`src/rtl/hd_tx_timer.sv`:
```
module hd_tx_timer #(
  parameter int GAP_BITS      = 96,
  parameter int SLOT_BITS     = 512,
  parameter int BACKOFF_LIMIT = 10,
  parameter int AGGR_LIMIT    = 3,
  parameter int MAX_COLL      = 16,
  parameter logic [15:0] SEED = 16'hACE1
) (
  input  logic clk,
  input  logic rst_n,
  input  logic bit_tick,
  input  logic tx_req,
  input  logic col,
  input  logic crs,
  input  logic aggressive,
  input  logic drop_excess,
  output logic tx_en,
  output logic start_stb,
  output logic retry_stb,
  output logic drop_stb,
  output logic done_stb,
  output logic [$clog2(MAX_COLL)-1:0] attempt_cnt
);
  localparam int AW = $clog2(MAX_COLL);
  localparam int EW = AW + 1;
  localparam int BW = BACKOFF_LIMIT;
  localparam int GW = $clog2(GAP_BITS + 1);
  localparam int SW = $clog2(SLOT_BITS + 2);
  localparam logic [GW-1:0] GAP_V  = GW'(GAP_BITS);
  localparam logic [SW-1:0] SLOT_V = SW'(SLOT_BITS);
  localparam logic [SW-1:0] SUB_LAST = SW'(SLOT_BITS - 1);
  localparam logic [EW-1:0] MAX_V  = EW'(MAX_COLL);

  typedef enum logic [1:0] {S_IDLE, S_TX, S_BACK, S_HOLD} state_t;

  state_t state;
  logic [GW-1:0] gap_cnt;
  logic [SW-1:0] tx_bits, sub_cnt;
  logic [BW-1:0] slots_left;
  logic [AW-1:0] attempts;
  logic [15:0] lfsr;
  logic after_col, retrying;

  logic gap_ok, can_go, late, hit_max;
  logic [EW-1:0] coll_n, lim, expo;
  logic [BW:0] span;

  assign gap_ok  = gap_cnt == GAP_V;
  assign can_go  = state == S_IDLE && tx_req && !crs && gap_ok;
  assign late    = tx_bits > SLOT_V;
  assign coll_n  = {1'b0, attempts} + EW'(1);
  assign hit_max = coll_n == MAX_V;
  assign lim     = aggressive ? EW'(AGGR_LIMIT) : EW'(BACKOFF_LIMIT);
  assign expo    = (coll_n < lim) ? coll_n : lim;
  assign span    = ((BW+1)'(1) << expo) - (BW+1)'(1);

  assign tx_en       = state == S_TX;
  assign attempt_cnt = attempts;

  always_ff @(posedge clk) begin
    if (!rst_n) begin
      state <= S_IDLE;
      gap_cnt <= GAP_V;
      tx_bits <= '0;
      sub_cnt <= '0;
      slots_left <= '0;
      attempts <= '0;
      lfsr <= SEED;
      after_col <= 1'b0;
      retrying <= 1'b0;
      start_stb <= 1'b0;
      retry_stb <= 1'b0;
      drop_stb <= 1'b0;
      done_stb <= 1'b0;
    end else begin
      start_stb <= 1'b0;
      retry_stb <= 1'b0;
      drop_stb <= 1'b0;
      done_stb <= 1'b0;
      lfsr <= {lfsr[14:0], lfsr[15] ^ lfsr[14] ^ lfsr[12] ^ lfsr[3]};

      if (state == S_TX || (after_col && crs)) gap_cnt <= '0;
      else if (bit_tick && !gap_ok) gap_cnt <= gap_cnt + GW'(1);

      case (state)
        S_IDLE: if (can_go) begin
          state <= S_TX;
          tx_bits <= '0;
          after_col <= 1'b0;
          retrying <= 1'b0;
          if (retrying) retry_stb <= 1'b1;
          else start_stb <= 1'b1;
        end
        S_TX: begin
          if (bit_tick && !late) tx_bits <= tx_bits + SW'(1);
          if (col) begin
            after_col <= 1'b1;
            if (late || (hit_max && drop_excess)) begin
              drop_stb <= 1'b1;
              attempts <= '0;
              state <= S_HOLD;
            end else begin
              attempts <= hit_max ? '0 : coll_n[AW-1:0];
              slots_left <= lfsr[BW-1:0] & span[BW-1:0];
              sub_cnt <= '0;
              retrying <= 1'b1;
              state <= S_BACK;
            end
          end else if (!tx_req) begin
            done_stb <= 1'b1;
            attempts <= '0;
            state <= S_IDLE;
          end
        end
        S_BACK: begin
          if (slots_left == '0) state <= S_IDLE;
          else if (bit_tick) begin
            if (sub_cnt == SUB_LAST) begin
              sub_cnt <= '0;
              slots_left <= slots_left - BW'(1);
            end else sub_cnt <= sub_cnt + SW'(1);
          end
        end
        default: if (!tx_req) state <= S_IDLE;
      endcase
    end
  end

  a_r10_one_strobe: assert property (@(posedge clk) disable iff (!rst_n)
    $onehot0({start_stb, retry_stb, drop_stb, done_stb}));

  a_r1_start_on_quiet_line: assert property (@(posedge clk) disable iff (!rst_n)
    $rose(tx_en) |-> $past(tx_req && !crs));

  a_r2_end_has_cause: assert property (@(posedge clk) disable iff (!rst_n)
    $fell(tx_en) |-> ($past(col) || !$past(tx_req)));

  a_r9_late_drops: assert property (@(posedge clk) disable iff (!rst_n)
    (state == S_TX && col && late) |=> (drop_stb && !tx_en));

  a_r7_excess_drops: assert property (@(posedge clk) disable iff (!rst_n)
    (state == S_TX && col && !late && hit_max && drop_excess) |=> (drop_stb && attempt_cnt == '0));

  a_r6_aggr_cap: assert property (@(posedge clk) disable iff (!rst_n)
    (state == S_TX && col && !late && aggressive && !(hit_max && drop_excess))
      |=> ({1'b0, slots_left} < (BW+1)'(1 << AGGR_LIMIT)));
endmodule

```
`config.mk`:
```
export PLATFORM = sky130hd
export DESIGN_NAME = hd_tx_timer
export DESIGN_NICKNAME = d
export VERILOG_FILES = /design/src/rtl/hd_tx_timer.sv
export SDC_FILE = /design/constraint.sdc
export NUM_CORES = 1
export LEC_CHECK = 0
export BUFFER_PORTS_ARGS = -buffer_cell sky130_fd_sc_hd__buf_4
export CAP_MARGIN = 20
export CORE_MARGIN = 5
export CORE_UTILIZATION = 33
export DETAILED_ROUTE_END_ITERATION = 7
export PLACE_DENSITY = 0.54
export SYNTH_ARGS = -nofsm -noshare
export SYNTH_HDL_FRONTEND = slang
export SYNTH_SLANG_ARGS = --single-unit
```
`constraint.sdc`:
```
create_clock -name clk -period 3.49 [get_ports clk]
set_input_delay 0.1745 -clock clk [delete_from_list [all_inputs] [get_ports clk]]
set_output_delay 0.1745 -clock clk [all_outputs]
set_load 0.005 [all_outputs]
```
# [Yosys cells after proc, flatten, opt, wreduce, memory -nomap -nowiden]
# Cells that the tools add are included.
[word_totals] register_bits=65 input_bits=8 elab_cells=110
[classes] n_addsub=6 magnitude_cmp=2 eq_ne=14 shifts=1 n_mux=39 bitwise=6 n_reduce_logical=28
[op_table] operator="$mux 10" n=12
[op_table] operator="$pmux 10 s2" n=3
[op_table] operator="$add 10x1->10 const B" n=2
[op_table] operator="$mux 4" n=5
[op_table] operator="$mux 7" n=2
[op_table] operator="$ne 2x2->1 const B" n=7
[op_table] operator="$reduce_and 3->1" n=4
[op_table] operator="$and 10x10->10" n=1
[op_table] operator="$eq 10x9->1 const B" n=1
[op_table] operator="$gt 10x10->1 const B" n=1
[op_table] operator="$logic_not 10->1" n=1
[op_table] operator="$shl 1x5->10 const A" n=1
[op_table] operator="$sub 10x1->10 const B" n=1
[op_table] operator="$sub 10x2->10 const B" n=1
[op_table] operator="$mux 1" n=9
[op_table] operator="$mux 2" n=4
[op_table] operator="$add 7x1->7 const B" n=1
[op_table] operator="$eq 7x7->1 const B" n=1
[op_table] operator="$logic_and 1x1->1" n=7
[op_table] operator="$pmux 2 s3" n=1
[op_table] operator="$reduce_and 6->1" n=1
[op_table] operator="$reduce_bool 2->1" n=3
[op_table] operator="$add 4x1->5 const B" n=1
[op_table] operator="$eq 5x5->1 const B" n=1
[op_table] operator="16 further kinds" n=25

# [Longest topological paths before layout]
[depth] ltp_word=9 mapped_depth=14 depth_no_buf=13

# [Worst setup path before layout]
# Ideal clock, no wire load.
[synth_path] kind="register to register" start="register attempts[0] (netlist: attempt_cnt[0])" end="register slots_left[4]" setup_time_ps=74 arrival_time_ps=2957 t_required_ps=3416 path_slack_ps=459 stages_incl_launch_ff=15 n_path_buf=1 synth_period_minus_slack_ps=3031 cell_sequence="dfxtp_1 clkbuf_1 nand3_1 xnor2_1 ha_1 nor3_1 nand2_1 ha_1 nand2b_1 nor4b_1 or2_2 nor2_1 a31oi_1 nand3b_1 a31oi_1"
[synth_between] elab_chain_len=9 elab_cells_between_ends=14
[synth_lines] element="start, declared" line="40" text="logic [AW-1:0] attempts;"
[synth_lines] element="start signal, assigned" line="103" text="attempts <= hit_max ? '0 : coll_n[AW-1:0];"
[synth_lines] element="$add 4x1->5 *" line="51" text="assign coll_n = {1'b0, attempts} + EW'(1);"
[synth_lines] element="$lt 5x4->1" line="54" text="assign expo = (coll_n < lim) ? coll_n : lim;"
[synth_lines] element="$mux 5" line="54"
[synth_lines] element="$shl 1x5->10" line="55" text="assign span = ((BW+1)'(1) << expo) - (BW+1)'(1);"
[synth_lines] element="$sub 10x2->10" line="55"
[synth_lines] element="$and 10x10->10" line="104" text="slots_left <= lfsr[BW-1:0] & span[BW-1:0];"
[synth_lines] element="$mux 10" line="98" text="if (late || (hit_max && drop_excess)) begin"
[synth_lines] element="$mux 10" line="96" text="if (col) begin"
[synth_lines] element="$pmux 10 s2" line="85" text="case (state)"
[synth_lines] element="end signal, assigned" line="104"
[synth_lines] element="end signal, assigned" line="120" text="slots_left <= slots_left - BW'(1);"
[synth_lines] element="end, declared" line="39" text="logic [BW-1:0] slots_left;"
# Mark *: on every way between the ends. The rest lies on a longest branch, timed or not. The select of a mux whose other input is x is not followed.
# A chain may end at the register's enable or synchronous reset.

# [Final worst setup path]
[layout_path] start="register attempts[1] (netlist: attempt_cnt[1])" end="register slots_left[4]"
# The elaborated chain is that of the path after synthesis.

==> impl_metrics.xml <==
<?xml version="1.0" encoding="UTF-8"?>
<metrics>
  <group name="outcome">
    <metric name="outcome" unit="">finished clean</metric>
  </group>
  <group name="global_routing">
    <metric name="grt_use_total" unit="%">13.9</metric>
    <metric name="first_global_vias" unit="">2724</metric>
    <metric name="grt_start_max_net_pins" unit="">35</metric>
    <metric name="leftover_overflow_at_the_end_of_global_routing" unit="">0</metric>
    <metric name="grt_pass1_wl" unit="um">13100</metric>
    <metric name="grt_antenna_before_repair" unit="">0</metric>
  </group>
  <group name="timing">
    <metric name="fin_crit_sh" unit="%">88.7</metric>
    <metric name="finalCriticalPeriod" unit="ns">3.09</metric>
    <metric name="smallest_hold_slack" unit="ns">0.0247</metric>
    <metric name="achievable-frequency" unit="MHz">323</metric>
    <metric name="setup_viol" unit="">0</metric>
    <metric name="unrepaired_setup_endpoints_after_global_routing" unit="">no</metric>
    <metric name="report.final.hold_viol_count" unit="">0</metric>
    <metric name="final-max-slew-violation-count" unit="">0</metric>
    <metric name="tightest_slew" unit="ns">0.702</metric>
    <metric name="worst_clock_skew" unit="ns">0.0155</metric>
    <metric name="tns" unit="ns">0</metric>
    <metric name="timing.slew.headroom" unit="%">53.1</metric>
  </group>
  <group name="setup_path">
    <metric name="r2r_start" unit="">attempt_cnt[1]$_SDFFE_PN0P_</metric>
    <metric name="crit_path_end_kind" unit="">register</metric>
    <metric name="path_buf_inv" unit="">0</metric>
    <metric name="crit_fanout" unit="">9</metric>
    <metric name="worst-endpoint-arrival" unit="ns">3.37</metric>
    <metric name="worst_r2r_path_depth" unit="">13</metric>
    <metric name="cp_cell_sequence" unit="">nand3_1 -&gt; xnor2_1 -&gt; ha_1 -&gt; nor3_2 -&gt; nand2_1 -&gt; ha_1 -&gt; nand2b_1 -&gt; o32ai_1 -&gt; or2_2 -&gt; nor2_1 -&gt; a31oi_1 -&gt; nand3b_1 -&gt; a31oi_1</metric>
    <metric name="timing.critical_path.depth" unit="">13</metric>
    <metric name="timing.critical_path.to" unit="">slots_left[4]$_SDFFE_PN0P_</metric>
    <metric name="critical-path-top-delay-family" unit="">simple AND/OR/NAND/NOR gates</metric>
    <metric name="criticalPathCategory" unit="">reg2reg</metric>
    <metric name="critical_path.max_stage_delay" unit="ns">0.50</metric>
    <metric name="worstSetupStartpointType" unit="">register</metric>
    <metric name="required" unit="ns">3.77</metric>
    <metric name="worst_r2r_endpoint" unit="">slots_left[4]$_SDFFE_PN0P_</metric>
    <metric name="ff2ff_setup_slack" unit="ns">0.40</metric>
    <metric name="cp_slowest_cell" unit="">dfxtp_1</metric>
    <metric name="startpoint" unit="">attempt_cnt[1]$_SDFFE_PN0P_</metric>
  </group>
  <group name="placed_design">
    <metric name="io_buffers" unit="">16</metric>
    <metric name="placed_cell_area" unit="mm^2">0.00356</metric>
    <metric name="dp_hpwl" unit="um">5380</metric>
    <metric name="gp_congestion" unit="">0.858</metric>
  </group>
  <group name="layout">
    <metric name="final_stage_net_count" unit="">438</metric>
    <metric name="layout_cell_share_with_drive_strength_beyond_1" unit="%">9.65</metric>
    <metric name="insertedDiodeCount" unit="">0</metric>
    <metric name="area_delta_synth_final" unit="%">13.7</metric>
    <metric name="finalInstanceArea" unit="mm^2">0.00375</metric>
  </group>
  <group name="logic_synthesis">
    <metric name="synth_async_sr_flop_share" unit="%">0</metric>
    <metric name="synth_fp_nets" unit="">420</metric>
    <metric name="synth_instances" unit="">402</metric>
    <metric name="synth_cell_types" unit="">55</metric>
    <metric name="synth_area" unit="mm^2">0.00330</metric>
    <metric name="synth-seq-area-share" unit="%">39.5</metric>
    <metric name="synth-warning-count" unit="">0</metric>
    <metric name="syn-mean-instance-area" unit="um^2">8.20</metric>
    <metric name="ys_seq_elements" unit="">65</metric>
    <metric name="synth-edff-count" unit="">0</metric>
    <metric name="ys.flop_type" unit="">dfxtp_1</metric>
  </group>
  <group name="floorplanning">
    <metric name="initial_utilization" unit="%">33.7</metric>
    <metric name="die_w" unit="um">110</metric>
    <metric name="core_area" unit="mm^2">0.00977</metric>
    <metric name="dieHeight" unit="um">110</metric>
    <metric name="die_area" unit="mm^2">0.0121</metric>
    <metric name="floorplan.io_pins" unit="">17</metric>
    <metric name="site_row_count" unit="">36</metric>
  </group>
  <group name="routing">
    <metric name="drt_first_pass_iters" unit="">4</metric>
    <metric name="detailedRoute.firstIterationViolations" unit="">173</metric>
    <metric name="vias" unit="">2831</metric>
    <metric name="totalWireLength" unit="um">7640</metric>
    <metric name="routed_via_density" unit="">5.07</metric>
    <metric name="drc" unit="">0</metric>
    <metric name="drtAntennaViolNets" unit="">0</metric>
    <metric name="route.detailed.wl_per_inst" unit="um">13.7</metric>
  </group>
  <group name="clocking">
    <metric name="worst_skew_pair.late_latency" unit="ns">0.35</metric>
    <metric name="path_clk_slew" unit="ns">0.08</metric>
    <metric name="cts-hold-fix-buffers" unit="">0</metric>
    <metric name="cts_tree" unit="">done</metric>
    <metric name="clkSinkCount" unit="">65</metric>
    <metric name="h-tree-depth" unit="">3</metric>
    <metric name="root_buffer" unit="">clkbuf_8</metric>
    <metric name="tritoncts.num_buffers" unit="">9</metric>
    <metric name="cts.path.max_buffers" unit="">2</metric>
  </group>
  <group name="power">
    <metric name="leakage" unit="uW">0.00139</metric>
    <metric name="power.density_cell_area" unit="mW/mm^2">405</metric>
    <metric name="vdd.ir_drop.worst" unit="mV">0.270</metric>
  </group>
  <group name="min_path">
    <metric name="holdCritPathClass" unit="">in2reg</metric>
  </group>
  <group name="job">
    <metric name="maxCapViolCount" unit="">0</metric>
  </group>
</metrics>
==> cell usage after synthesis (all sizes together) (3+ instances only) <==
cell type	count	share of area, %
inv	13	1.5
nand3b	4	0.91
nand2	38	4.3
and2	13	2.5
nor3	7	1.1
and3	5	0.95
dfxtp	65	39
a32oi	3	0.80
ha	10	3.8
xor2	15	4.0
and4	3	0.87
nand4	9	1.7
o21a	4	0.91
or2	3	0.57
nand3	22	3.3
nor4	5	0.95
o22ai	3	0.57
a31oi	3	0.57
nor4b	3	0.80
o21ai	20	3.1
xnor2	15	4.0
nor2	52	5.9
clkbuf	11	1.3
nor3b	3	0.68
buf	3	0.72
nor2b	8	1.5
a21oi	21	3.2
nand2b	13	2.5
==> routing by layer <==
layer | GRT usage [%] | wire length (um)
met1 | 18.0 | 3650
met4 | 5.88 | 128
met2 | 21.5 | 3460
met5 | 0 | 0
met3 | 4.25 | 401
==> kinds of logic (layout without fill, tap and decap cells) <==
kind of cell,after synthesis,in the layout,synth area share [%]
AND/OR/NAND/NOR,192,192,29.6
AO/OA/AOI/OAI,75,75,15.0
flip-flops,65,65,39.5
XOR/XNOR,30,30,7.97
buffers and inverters,28,51,3.60
adder cells (fa/ha/maj),10,10,3.79
multiplexers,2,2,0.607
==> placed cells by master (no fill, tap or decap), drive strengths merged, types with 4 or more instances in the layout <==
| master | instances |
|---|---|
| dfxtp | 65 |
| nor2 | 52 |
| nand2 | 38 |
| nand3 | 22 |
| a21oi | 21 |
| buf | 21 |
| o21ai | 20 |
| xnor2 | 15 |
| xor2 | 15 |
| inv | 13 |
| nand2b | 13 |
| and2 | 13 |
| clkbuf | 13 |
| ha | 10 |
| nand4 | 9 |
| nor2b | 8 |
| nor3 | 7 |
| and3 | 5 |
| nor4 | 5 |
| nand3b | 4 |
| o21a | 4 |
==> where the power goes <==
group	leakage (uW)	switching (uW)	internal, uW
combinational	0.000766	63.9	44.1
clock	0.0000974	286	348
sequential	0.000529	14.3	763
==> sequential cells by signal (all words and copies together), names as in the netlist <==
name,count
done_stb,1
slots_left,10
drop_stb,1
gap_cnt,7
retry_stb,1
state,2
attempt_cnt,4
after_col,1
lfsr,16
start_stb,1
tx_bits,10
retrying,1
sub_cnt,10
==> area by class of cell <==
class,count,area (um^2)
multi-input cells,309,1880
inverters,14,52.6
flip-flops and latches,65,1300
clock buffers,13,149
clock inverters,3,40.0
fillers,1023,6020
repair buffers,21,158
well taps,133,166
==> how the worst min path moves through the flow <==
stage                       from  slack (ns)                   to  cells past startpoint
after floorplan              col        0.25  done_stb$_SDFF_PP0_                      1
after global placement    tx_req        0.39  done_stb$_SDFF_PP0_                      2
after detailed placement  tx_req        0.39  done_stb$_SDFF_PP0_                      2
after CTS                 tx_req       0.005  done_stb$_SDFF_PP0_                      2
after global routing      tx_req        0.03  done_stb$_SDFF_PP0_                      2
final                     tx_req        0.02  done_stb$_SDFF_PP0_                      2
==> per-stage QoR <==
step                instances  power (uW)  util, %  setup WS, ns
finish                    558        1520     38.4         0.395
global route              558        1590     38.4        0.0998
CTS                       558        1540     38.3         0.285
detailed placement        542         903     36.4         0.307
global placement          542         901     36.4         0.461
floorplan                 402         865        -         0.459
==> timing repair <==
action                                  in CTS  in global routing
endpoints found under the setup margin       0                  2
resized for setup                            0                  1
hold endpoints to repair                     0                  0
buffers inserted                             0                  0
Note: power is estimated with default switching activity, not from simulation.
